`src/rtl/hole_alloc_pkg.sv`:
```
package hole_alloc_pkg;
  typedef enum logic [1:0] {
    POL_FIRST = 2'd0,
    POL_NEXT  = 2'd1,
    POL_BEST  = 2'd2,
    POL_WORST = 2'd3
  } policy_e;

  typedef enum logic [1:0] {
    ST_IDLE   = 2'd0,
    ST_SCAN   = 2'd1,
    ST_COMMIT = 2'd2
  } state_e;
endpackage

```
`src/rtl/hole_table.sv`:
```
module hole_table #(
  parameter int N_ENTRIES = 8,
  parameter int ADDR_W    = 10,
  parameter int BASE_ADDR = 0,
  parameter int POOL_SIZE = 1000,
  localparam int IDX_W    = $clog2(N_ENTRIES)
) (
  input  logic              clk_i,
  input  logic              rst_ni,
  input  logic [IDX_W-1:0]  rd_idx_i,
  output logic              rd_valid_o,
  output logic [ADDR_W-1:0] rd_start_o,
  output logic [ADDR_W-1:0] rd_size_o,
  input  logic              wa_en_i,
  input  logic [IDX_W-1:0]  wa_idx_i,
  input  logic              wa_valid_i,
  input  logic [ADDR_W-1:0] wa_start_i,
  input  logic [ADDR_W-1:0] wa_size_i,
  input  logic              wb_en_i,
  input  logic [IDX_W-1:0]  wb_idx_i
);
  logic [N_ENTRIES-1:0]             valid_all;
  logic [N_ENTRIES-1:0][ADDR_W-1:0] start_all;
  logic [N_ENTRIES-1:0][ADDR_W-1:0] size_all;

  for (genvar g = 0; g < N_ENTRIES; g++) begin : g_ent
    logic              vld_q;
    logic [ADDR_W-1:0] st_q, sz_q;
    always_ff @(posedge clk_i or negedge rst_ni) begin
      if (!rst_ni) begin
        vld_q <= (g == 0);
        st_q  <= (g == 0) ? ADDR_W'(BASE_ADDR) : '0;
        sz_q  <= (g == 0) ? ADDR_W'(POOL_SIZE) : '0;
      end else if (wa_en_i && wa_idx_i == IDX_W'(g)) begin
        vld_q <= wa_valid_i;
        st_q  <= wa_start_i;
        sz_q  <= wa_size_i;
      end else if (wb_en_i && wb_idx_i == IDX_W'(g)) begin
        vld_q <= 1'b0;
      end
    end
    assign valid_all[g] = vld_q;
    assign start_all[g] = st_q;
    assign size_all[g]  = sz_q;
  end

  assign rd_valid_o = valid_all[rd_idx_i];
  assign rd_start_o = start_all[rd_idx_i];
  assign rd_size_o  = size_all[rd_idx_i];
endmodule

```
`src/rtl/fit_judge.sv`:
```
module fit_judge
  import hole_alloc_pkg::*;
#(
  parameter int ADDR_W = 10
) (
  input  policy_e           policy_i,
  input  logic              ent_valid_i,
  input  logic [ADDR_W-1:0] ent_size_i,
  input  logic [ADDR_W-1:0] req_size_i,
  input  logic              have_i,
  input  logic [ADDR_W-1:0] cur_size_i,
  output logic              take_o
);
  logic fits;
  assign fits = ent_valid_i && (ent_size_i >= req_size_i);

  // strict compares keep the lowest index on ties
  always_comb begin
    unique case (policy_i)
      POL_BEST:  take_o = fits && (!have_i || ent_size_i < cur_size_i);
      POL_WORST: take_o = fits && (!have_i || ent_size_i > cur_size_i);
      default:   take_o = fits;
    endcase
  end
endmodule

```
`src/rtl/hole_alloc_engine.sv`:
```
module hole_alloc_engine
  import hole_alloc_pkg::*;
#(
  parameter int N_ENTRIES = 8,
  parameter int ADDR_W    = 10,
  parameter int BASE_ADDR = 0,
  parameter int POOL_SIZE = 1000
) (
  input  logic              clk_i,
  input  logic              rst_ni,
  input  logic              req_valid_i,
  input  logic              req_free_i,
  input  logic [1:0]        req_policy_i,
  input  logic [ADDR_W-1:0] req_addr_i,
  input  logic [ADDR_W-1:0] req_size_i,
  output logic              busy_o,
  output logic              done_o,
  output logic              ok_o,
  output logic [ADDR_W-1:0] grant_addr_o
);
  localparam int IDX_W = $clog2(N_ENTRIES);
  localparam logic [IDX_W-1:0] LAST_IDX = IDX_W'(N_ENTRIES - 1);

  state_e            state_q;
  policy_e           pol_q;
  logic              op_free_q;
  logic [ADDR_W-1:0] addr_q, size_q;
  logic [IDX_W-1:0]  idx_q, cnt_q, rover_q;

  logic              have_q;
  logic [IDX_W-1:0]  sel_idx_q;
  logic [ADDR_W-1:0] sel_start_q, sel_size_q;
  logic              prv_have_q, suc_have_q, slot_have_q;
  logic [IDX_W-1:0]  prv_idx_q, suc_idx_q, slot_idx_q;
  logic [ADDR_W-1:0] prv_start_q, prv_size_q, suc_size_q;

  logic              rd_valid;
  logic [ADDR_W-1:0] rd_start, rd_size;
  logic              take, is_seq, last, prev_hit, succ_hit;

  logic              wa_en, wa_valid, wb_en;
  logic [IDX_W-1:0]  wa_idx, wb_idx;
  logic [ADDR_W-1:0] wa_start, wa_size;
  logic              ok_c;

  hole_table #(
    .N_ENTRIES(N_ENTRIES), .ADDR_W(ADDR_W),
    .BASE_ADDR(BASE_ADDR), .POOL_SIZE(POOL_SIZE)
  ) u_table (
    .clk_i, .rst_ni,
    .rd_idx_i(idx_q), .rd_valid_o(rd_valid), .rd_start_o(rd_start), .rd_size_o(rd_size),
    .wa_en_i(wa_en), .wa_idx_i(wa_idx), .wa_valid_i(wa_valid),
    .wa_start_i(wa_start), .wa_size_i(wa_size),
    .wb_en_i(wb_en), .wb_idx_i(wb_idx)
  );

  fit_judge #(.ADDR_W(ADDR_W)) u_judge (
    .policy_i(pol_q), .ent_valid_i(rd_valid), .ent_size_i(rd_size),
    .req_size_i(size_q), .have_i(have_q), .cur_size_i(sel_size_q), .take_o(take)
  );

  assign is_seq   = (pol_q == POL_FIRST) || (pol_q == POL_NEXT);
  assign last     = (cnt_q == LAST_IDX);
  assign prev_hit = rd_valid && ({1'b0, rd_start} + {1'b0, rd_size} == {1'b0, addr_q});
  assign succ_hit = rd_valid && ({1'b0, rd_start} == {1'b0, addr_q} + {1'b0, size_q});

  always_ff @(posedge clk_i or negedge rst_ni) begin
    if (!rst_ni) begin
      state_q     <= ST_IDLE;
      pol_q       <= POL_FIRST;
      op_free_q   <= 1'b0;
      addr_q      <= '0;
      size_q      <= '0;
      idx_q       <= '0;
      cnt_q       <= '0;
      rover_q     <= '0;
      have_q      <= 1'b0;
      sel_idx_q   <= '0;
      sel_start_q <= '0;
      sel_size_q  <= '0;
      prv_have_q  <= 1'b0;
      suc_have_q  <= 1'b0;
      slot_have_q <= 1'b0;
      prv_idx_q   <= '0;
      suc_idx_q   <= '0;
      slot_idx_q  <= '0;
      prv_start_q <= '0;
      prv_size_q  <= '0;
      suc_size_q  <= '0;
    end else begin
      unique case (state_q)
        ST_IDLE: if (req_valid_i) begin
          state_q     <= ST_SCAN;
          op_free_q   <= req_free_i;
          pol_q       <= policy_e'(req_policy_i);
          addr_q      <= req_addr_i;
          size_q      <= req_size_i;
          cnt_q       <= '0;
          idx_q       <= (!req_free_i && policy_e'(req_policy_i) == POL_NEXT) ? rover_q : '0;
          have_q      <= 1'b0;
          prv_have_q  <= 1'b0;
          suc_have_q  <= 1'b0;
          slot_have_q <= 1'b0;
        end
        ST_SCAN: begin
          cnt_q <= cnt_q + 1'b1;
          idx_q <= (idx_q == LAST_IDX) ? '0 : idx_q + 1'b1;
          if (!op_free_q) begin
            if (take) begin
              have_q      <= 1'b1;
              sel_idx_q   <= idx_q;
              sel_start_q <= rd_start;
              sel_size_q  <= rd_size;
            end
            if (last || (take && is_seq)) state_q <= ST_COMMIT;
          end else begin
            if (prev_hit && !prv_have_q) begin
              prv_have_q  <= 1'b1;
              prv_idx_q   <= idx_q;
              prv_start_q <= rd_start;
              prv_size_q  <= rd_size;
            end
            if (succ_hit && !suc_have_q) begin
              suc_have_q <= 1'b1;
              suc_idx_q  <= idx_q;
              suc_size_q <= rd_size;
            end
            if (!rd_valid && !slot_have_q) begin
              slot_have_q <= 1'b1;
              slot_idx_q  <= idx_q;
            end
            if (last) state_q <= ST_COMMIT;
          end
        end
        default: begin
          state_q <= ST_IDLE;
          if (!op_free_q && have_q && is_seq) rover_q <= sel_idx_q;
        end
      endcase
    end
  end

  always_comb begin
    wa_en    = 1'b0;
    wa_idx   = '0;
    wa_valid = 1'b1;
    wa_start = '0;
    wa_size  = '0;
    wb_en    = 1'b0;
    wb_idx   = '0;
    if (state_q == ST_COMMIT) begin
      if (!op_free_q) begin
        wa_en    = have_q;
        wa_idx   = sel_idx_q;
        wa_valid = (sel_size_q != size_q);
        wa_start = sel_start_q + size_q;
        wa_size  = sel_size_q - size_q;
      end else if (prv_have_q) begin
        wa_en    = 1'b1;
        wa_idx   = prv_idx_q;
        wa_start = prv_start_q;
        wa_size  = prv_size_q + size_q + (suc_have_q ? suc_size_q : '0);
        wb_en    = suc_have_q;
        wb_idx   = suc_idx_q;
      end else if (suc_have_q) begin
        wa_en    = 1'b1;
        wa_idx   = suc_idx_q;
        wa_start = addr_q;
        wa_size  = suc_size_q + size_q;
      end else if (slot_have_q) begin
        wa_en    = 1'b1;
        wa_idx   = slot_idx_q;
        wa_start = addr_q;
        wa_size  = size_q;
      end
    end
  end

  assign ok_c         = op_free_q ? (prv_have_q || suc_have_q || slot_have_q) : have_q;
  assign busy_o       = (state_q != ST_IDLE);
  assign done_o       = (state_q == ST_COMMIT);
  assign ok_o         = done_o && ok_c;
  assign grant_addr_o = sel_start_q;
endmodule

```
`config.mk`:
```
export PLATFORM = sky130hd
export DESIGN_NAME = hole_alloc_engine
export DESIGN_NICKNAME = d
export VERILOG_FILES = /design/src/rtl/hole_alloc_pkg.sv /design/src/rtl/hole_table.sv /design/src/rtl/fit_judge.sv /design/src/rtl/hole_alloc_engine.sv
export SDC_FILE = /design/constraint.sdc
export NUM_CORES = 1
export LEC_CHECK = 0
export BUFFER_PORTS_ARGS = -buffer_cell sky130_fd_sc_hd__buf_2
export CELL_PAD_IN_SITES_DETAIL_PLACEMENT = 0
export CELL_PAD_IN_SITES_GLOBAL_PLACEMENT = 1
export CORE_MARGIN = 4
export CORE_UTILIZATION = 52
export CTS_BUF_LIST = sky130_fd_sc_hd__clkbuf_16
export CTS_CLUSTER_DIAMETER = 100
export DETAILED_ROUTE_END_ITERATION = 8
export PLACE_DENSITY = 0.76
export SYNTH_ARGS = -nofsm -noshare
export SYNTH_HDL_FRONTEND = slang
export SYNTH_SLANG_ARGS = --single-unit
```
`constraint.sdc`:
```
create_clock -name clk_i -period 6.43 [get_ports clk_i]
set_clock_uncertainty 0.2 [all_clocks]
set_input_delay 0.3215 -clock clk_i [delete_from_list [all_inputs] [get_ports clk_i]]
set_output_delay 0.3215 -clock clk_i [all_outputs]
set_load 0.005 [all_outputs]
```
# [Word-level counts from Yosys, hierarchy flattened]
# Cells that the tools add are included.
[word_totals] ff_bits=268 latch_bits=0 mem_bits_rw=0 mem_bits_ro=0 inputBits=26 out_inout_bits=13 wordCells=240 mem_count=0
[op_classes] addsub=9 multipliers=0 div_mod_pow=0 n_lt_le_gt_ge=4 n_eq_ne=34 shift=0 muxes=77 bitwise=2 n_reduce_logical=69
[ops] operator="$mux 10" n=13
[ops] operator="$bmux 10 s3" n=2
[ops] operator="$add 10x10->10" n=4
[ops] operator="$mux 1" n=37
[ops] operator="$mux 3" n=12
[ops] operator="$eq 3x3->1 const B" n=10
[ops] operator="$logic_and 1x1->1" n=29
[ops] operator="$add 10x10->11" n=2
[ops] operator="$reduce_bool 2->1" n=10
[ops] operator="$reduce_and 4->1" n=4
[ops] operator="$reduce_and 3->1" n=5
[ops] operator="$ne 2x2->1 const B" n=7
[ops] operator="$eq 3x2->1 const B" n=4
[ops] operator="$pmux 3 s2" n=2
[ops] operator="$eq 10x11->1" n=1
[ops] operator="$eq 11x10->1" n=1
[ops] operator="$ge 10x10->1" n=1
[ops] operator="$gt 10x10->1" n=1
[ops] operator="$lt 10x10->1" n=1
[ops] operator="$ne 10x10->1" n=1
[ops] operator="$pmux 1 s2" n=5
[ops] operator="$sub 10x10->10" n=1
[ops] operator="$mux 2" n=4
[ops] operator="$logic_not 1->1" n=7
[ops] operator="14 further kinds" n=31

# [Logic depth before layout (Yosys ltp)]
[depth] ltp_word=11 mapped_depth=18 mapped_depth_nobuf=13

# [By module]
# Synthesis repeated with hierarchy kept, for this count alone.
[unflattened] hier_cells=1260 area_unflattened_um2=15543.7
[modules_own_cells] mod="hole_table" instances=1 cells_each=453 area_per_inst_um2=7739.9 seq_area_each_um2=4212.8
[modules_own_cells] mod="hole_alloc_engine" instances=1 cells_each=736 area_per_inst_um2=7268.2 seq_area_each_um2=2502.4
[modules_own_cells] mod="fit_judge" instances=1 cells_each=71 area_per_inst_um2=535.5 seq_area_each_um2=0.0

# [Worst setup path before layout]
# No wires, ideal clock.
[synth_path] kind="reg-to-reg" from="register idx_q[0]" to="register prv_size_q[1]" setup_time_ns=0.125 t_arrival_ns=4.452 t_required_ns=6.105 setup_slack_ns=1.654 path_stages_with_launch=17 n_path_buf=5 period_less_slack_ns=4.776 cell_sequence="dfrtp_1 -> buf_2 -> buf_1 -> buf_2 -> mux4_2 -> mux2_2 -> ha_1 -> and2_1 -> o21ai_0 -> a31oi_1 -> a2bb2oi_1 -> o22ai_1 -> a31oi_1 -> or4_1 -> buf_2 -> buf_6 -> mux2_2"
[synth_via] elab_chain_cells=7 elab_cells_between_ends=11 cone_classes="add/sub: 1; eq/ne: 1; mux: 6; reduce/logical: 3"
[synth_rtl] element="start, declared" line_no="hole_alloc_engine.sv:28" rtl="logic [IDX_W-1:0] idx_q, cnt_q, rover_q;"
[synth_rtl] element="start signal, assigned" line_no="hole_alloc_engine.sv:99" rtl="idx_q <= (!req_free_i && policy_e'(req_policy_i) == POL_NEXT) ? rover_q : '0;"
[synth_rtl] element="start signal, assigned" line_no="hole_alloc_engine.sv:107" rtl="idx_q <= (idx_q == LAST_IDX) ? '0 : idx_q + 1'b1;"
[synth_rtl] element="$bmux 10 s3" line_no="hole_table.sv:49" rtl="assign rd_size_o = size_all[rd_idx_i];"
[synth_rtl] element="$mux 10 (not written as such)" line_no="hole_table.sv:49"
[synth_rtl] element="via rd_size[4]" line_no="hole_alloc_engine.sv:38" rtl="logic [ADDR_W-1:0] rd_start, rd_size;"
[synth_rtl] element="$add 10x10->11" line_no="hole_alloc_engine.sv:64" rtl="assign prev_hit = rd_valid && ({1'b0, rd_start} + {1'b0, rd_size} == {1'b0, addr_q});"
[synth_rtl] element="$eq 11x10->1" line_no="hole_alloc_engine.sv:64"
[synth_rtl] element="$logic_and 1x1->1" line_no="hole_alloc_engine.sv:64"
[synth_rtl] element="$logic_and 1x1->1" line_no="hole_alloc_engine.sv:117" rtl="if (prev_hit && !prv_have_q) begin"
[synth_rtl] element="$reduce_and 3->1 (no source line)"
[synth_rtl] element="end signal, assigned" line_no="hole_alloc_engine.sv:121" rtl="prv_size_q <= rd_size;"
[synth_rtl] element="end, declared" line_no="hole_alloc_engine.sv:35" rtl="logic [ADDR_W-1:0] prv_start_q, prv_size_q, suc_size_q;"
# The timed path passes the listed nets, and every way through them passes these cells. The select of a mux whose other input is x is not followed.
# A chain may end at the register's enable or synchronous reset.

# [Worst setup path in the final report]
[layout_path] from="register idx_q[2]" to="register prv_start_q[3]"
[layout_via] elab_chain_cells=7 elab_cells_between_ends=11 cone_classes="add/sub: 1; eq/ne: 1; mux: 6; reduce/logical: 3"
[layout_rtl] element="$bmux 10 s3" line_no="hole_table.sv:48" rtl="assign rd_start_o = start_all[rd_idx_i];"
[layout_rtl] element="$mux 10 (not written as such)" line_no="hole_table.sv:48"
[layout_rtl] element="via rd_start[1]" line_no="hole_alloc_engine.sv:38"
[layout_rtl] element="$add 10x10->11" line_no="hole_alloc_engine.sv:64"
[layout_rtl] element="$eq 11x10->1" line_no="hole_alloc_engine.sv:64"
[layout_rtl] element="$logic_and 1x1->1" line_no="hole_alloc_engine.sv:64"
[layout_rtl] element="$logic_and 1x1->1" line_no="hole_alloc_engine.sv:117"
[layout_rtl] element="$reduce_and 3->1 (no source line)"
[layout_rtl] element="end signal, assigned" line_no="hole_alloc_engine.sv:120" rtl="prv_start_q <= rd_start;"
[layout_rtl] element="end, declared" line_no="hole_alloc_engine.sv:35"
# The timed path passes the listed nets, and every way through them passes these cells. The select of a mux whose other input is x is not followed.

==> summary.md <==
| Metric | Value |
|---|---|
| Clock root cell | `clkbuf_16` |
| Clk pin slew, worst setup/hold paths | `0.06 ns` |
| Max-Cap Viols | `0` |
| FILL cells | `2399` |
| Placement Rows | `62` |
| Die Width | `180.0 um` |
| Initial Util | `0.5319` |
| Initial antenna violation count | `0` |
| RSZ-0062 raised after global routing | `no` |
| Final hold vios | `0` |
| Multi-input combinational cell area | `0.008222 mm^2` |
| Vias after detailed routing | `10570` |
| Mapped Area | `0.01539 mm^2` |
| # setup viols final | `0` |
| Fin Setup TNS | `0 ns` |
| Ys flop type | `dfrtp_1` |
| PortBufs | `38` |
| Post-synthesis register bit count | `268` |
| Final instance area | `0.01728 mm^2` |
| Post-layout min period | `5.051 ns` |
| GR Layer Usage met2 | `0.3946` |
| Crit path max fanout | `28` |
| Fin crit share | `0.7855` |
| Largest net degree at the start of global routing | `184` |
| Reg-to-reg endpoint | `prv_start_q[3]` |
| Synth Instances | `1286` |
| FF/Latch Area | `0.006719 mm^2` |
| Final Max Slew Viols | `0` |
| Reg2Reg Setup Slack | `1.38 ns` |
| Post-synth top area share | `0.4244` |
| Achievable frequency | `198.0 MHz` |
| Final WL | `41300 um` |
| Slowest cell on the critical path | `dfrtp_2` |
| Main area contributors after synthesis | `dfrtp_1 (42%), mux2_2 (17%), ha_1 (6.4%)` |
| Remaining Overflow, GRT | `0` |
| Setup crit start | `idx_q[2]` |
| Routed wire per std cell | `23.63 um` |
| Drt first pass iters | `5` |
| Syn_area_per_cell | `11.97 um^2` |
| Number of flops mapped to enable cells by yosys | `0` |
| M3 GR Usage | `0.03371` |
| Die area | `0.03241 mm^2` |
| # hold bufs at CTS | `24` |
| First-pass GRT wire length | `64470 um` |
| Crit-path cells | `mux4_1, nor2_1, a221oi_2, inv_1, fa_1, nor2b_1, o2111ai_1, a31oi_1, a2bb2oi_1, o22ai_1, a31oi_1, or4_1, buf_4, mux2_2` |
| Synth warn | `0` |
| Htree depth | `1` |
| Drt initial violations | `712` |
| I/O pins | `39` |
| Req. time, crit path | `6.68 ns` |
| Commonest non-fill, non-tap cell in the layout | `dfrtp_1` |
| Vias in the first global route | `10840` |
| Total chip power | `6.712 mW` |
| Reg2Reg Depth | `14` |
| Fraction of layout cells with a size suffix above 1 | `0.2962` |
| R2r startpoint | `idx_q[2]` |
| CP dominant cell by count | `a31oi_1` |
| VDD IR max | `232.9 uV` |
| Vias per cell | `6.047` |
| Status | `complete, no violations` |
| Core Util, Final | `0.5973` |
| Post-place instance area | `0.01600 mm^2` |
| Clock buffer depth | `3` |
| Num CTS Buffers | `30` |
| Commonest non-fill, non-tap cells in the layout | `dfrtp_1 (258), mux2_2 (227), nand2_1 (89), ha_1 (79), o21ai_0 (55)` |
| Ys async rst share | `1.000` |
| CP Class | `reg -> reg` |
| Antenna Cells | `0` |
| Resized cells post-CTS | `0` |
| Max_slew headroom | `0.1250` |
| CTS Sinks | `268` |
| Crit path DAT | `5.30 ns` |
| Area Growth Syn to Fin | `12.28%` |
| Area leader, netlist | `dfrtp_1` |
| Leak | `8.315 nW` |
| Post-synthesis net count | `1406` |
| Synth cell types | `71` |
| Critical Path Sink Type | `flop` |
| Clock Latency Late Sink | `0.56 ns` |
| Routability Congestion | `0.9128` |
| Critical Path End | `prv_start_q[3]` |
| CTS tree | `done` |
| Grt met1 use | `0.3742` |
| GRT Total Usage | `0.2533` |
| Placeable Area | `0.02894 mm^2` |
| Setup crit start kind | `flop` |
| Hold WC Path Type | `in -> async` |
| CP max stage delay | `0.88 ns` |
| Residual DRC count | `0` |
| Slew @ Worst Pin | `1.313 ns` |
| Antenna Nets Post-Route | `0` |
| Pwr/cell area | `388.4 mW/mm^2` |
| Die Y | `180.0 um` |
| Seq/Total Area, Yosys | `0.4363` |
| Hpwl dp | `28730 um` |
| Final net count | `1460` |
| Setup bufs post-CTS | `0` |
| GRT Max-Usage Layer | `met2` |
==> cell usage after synthesis (5+ instances only) <==
master / n
nand2b_1: 11
inv_1: 41
o22ai_1: 5
buf_6: 5
a211oi_1: 15
nand4_1: 6
mux4_1: 5
buf_1: 18
o211ai_1: 7
mux4_2: 32
mux2i_1: 26
fa_1: 15
mux2_4: 10
xnor2_1: 40
o21ai_0: 55
a21oi_1: 39
a21o_1: 14
and2_1: 12
nand3_1: 11
or3_1: 7
o21a_1: 7
mux2_2: 227
a22oi_1: 11
nor3_1: 19
xor2_1: 22
ha_1: 79
a221oi_1: 12
dfstp_2: 7
nor2_1: 53
o21bai_1: 5
nand2_1: 89
clkbuf_1: 35
nor2b_1: 11
a31oi_1: 10
dfrtp_1: 261
==> per-layer routing <==
| metal | wire [um] | vias up |
|---|---|---|
| li1 | - | 4832 |
| met1 | 18980 | 5394 |
| met2 | 18720 | 279 |
| met3 | 2338 | 66 |
| met4 | 1255 | 0 |
| met5 | 0 | - |
==> logic make-up (layout without fill, tap and decap cells) <==
kind of cell / count (synthesis) / after routing / share of synthesized area
flops: 268 / 268 / 0.4363
mux: 300 / 300 / 0.2481
simple gates: 242 / 242 / 0.07455
buf+inv: 109 / 187 / 0.03089
xor+xnor: 63 / 63 / 0.03634
fa+ha+maj: 94 / 94 / 0.08373
compound gates: 210 / 210 / 0.09008
==> registers in the layout (all words and copies together), names as in the netlist, 2 cells and up <==
signal	flops
suc_size_q	10
u_table.g_ent.st_q	80
sel_idx_q	3
size_q	10
cnt_q	3
suc_idx_q	3
rover_q	3
u_table.g_ent.sz_q	80
prv_idx_q	3
grant_addr_o	10
addr_q	10
u_table.g_ent.vld_q	8
slot_idx_q	3
prv_size_q	10
state_q	2
sel_size_q	10
idx_q	3
pol_q	2
prv_start_q	10
==> worst min path at each step <==
stage / start / endpoint / slack (ns) / cells past startpoint
finish: rst_ni / addr_q[4] / 0.13 / 2
global route: rst_ni / addr_q[4] / 0.20 / 2
CTS: rst_ni / addr_q[4] / 0.17 / 2
detailed placement: rst_ni / addr_q[4] / 0.16 / 1
global placement: rst_ni / addr_q[4] / 0.16 / 1
floorplan: rst_ni / addr_q[0] / -0.17 / 0
==> power by group <==
part | switching (mW) | leakage [nW] | internal (mW)
logic | 1.58 | 4.13 | 1.10
registers | 0.317 | 3.66 | 1.90
clock network | 0.704 | 0.525 | 1.11
==> worst max-delay path: cells and delay by family, from the launching register on <==
family	cells	cell delay [ns]
compound gates	6	1.36
mux	2	0.62
fa+ha+maj	1	0.50
flops	1	0.88
simple gates	3	0.89
buf+inv	2	0.47
==> cell type report <==
class                           instances  share of cell area
Multi-Input combinational cell        909              0.4757
Sequential cell                       268              0.3888
Clock buffer                           31             0.04489
Timing Repair Buffer                   87             0.03779
Tap cell                              384             0.02780
Clock inverter                         25             0.01542
Inverter                               44            0.009557
==> metrics by stage <==
step / hold WS [ns] / std cells / setup slack, ns
CTS: 0.1657 / 1748 / 1.399
global route: 0.1951 / 1748 / 1.123
floorplan: -0.1741 / 1286 / 1.654
detailed placement: 0.1645 / 1668 / 1.426
finish: 0.1290 / 1748 / 1.379
global placement: 0.1585 / 1668 / 1.482
(Power assumes the default switching activity.)
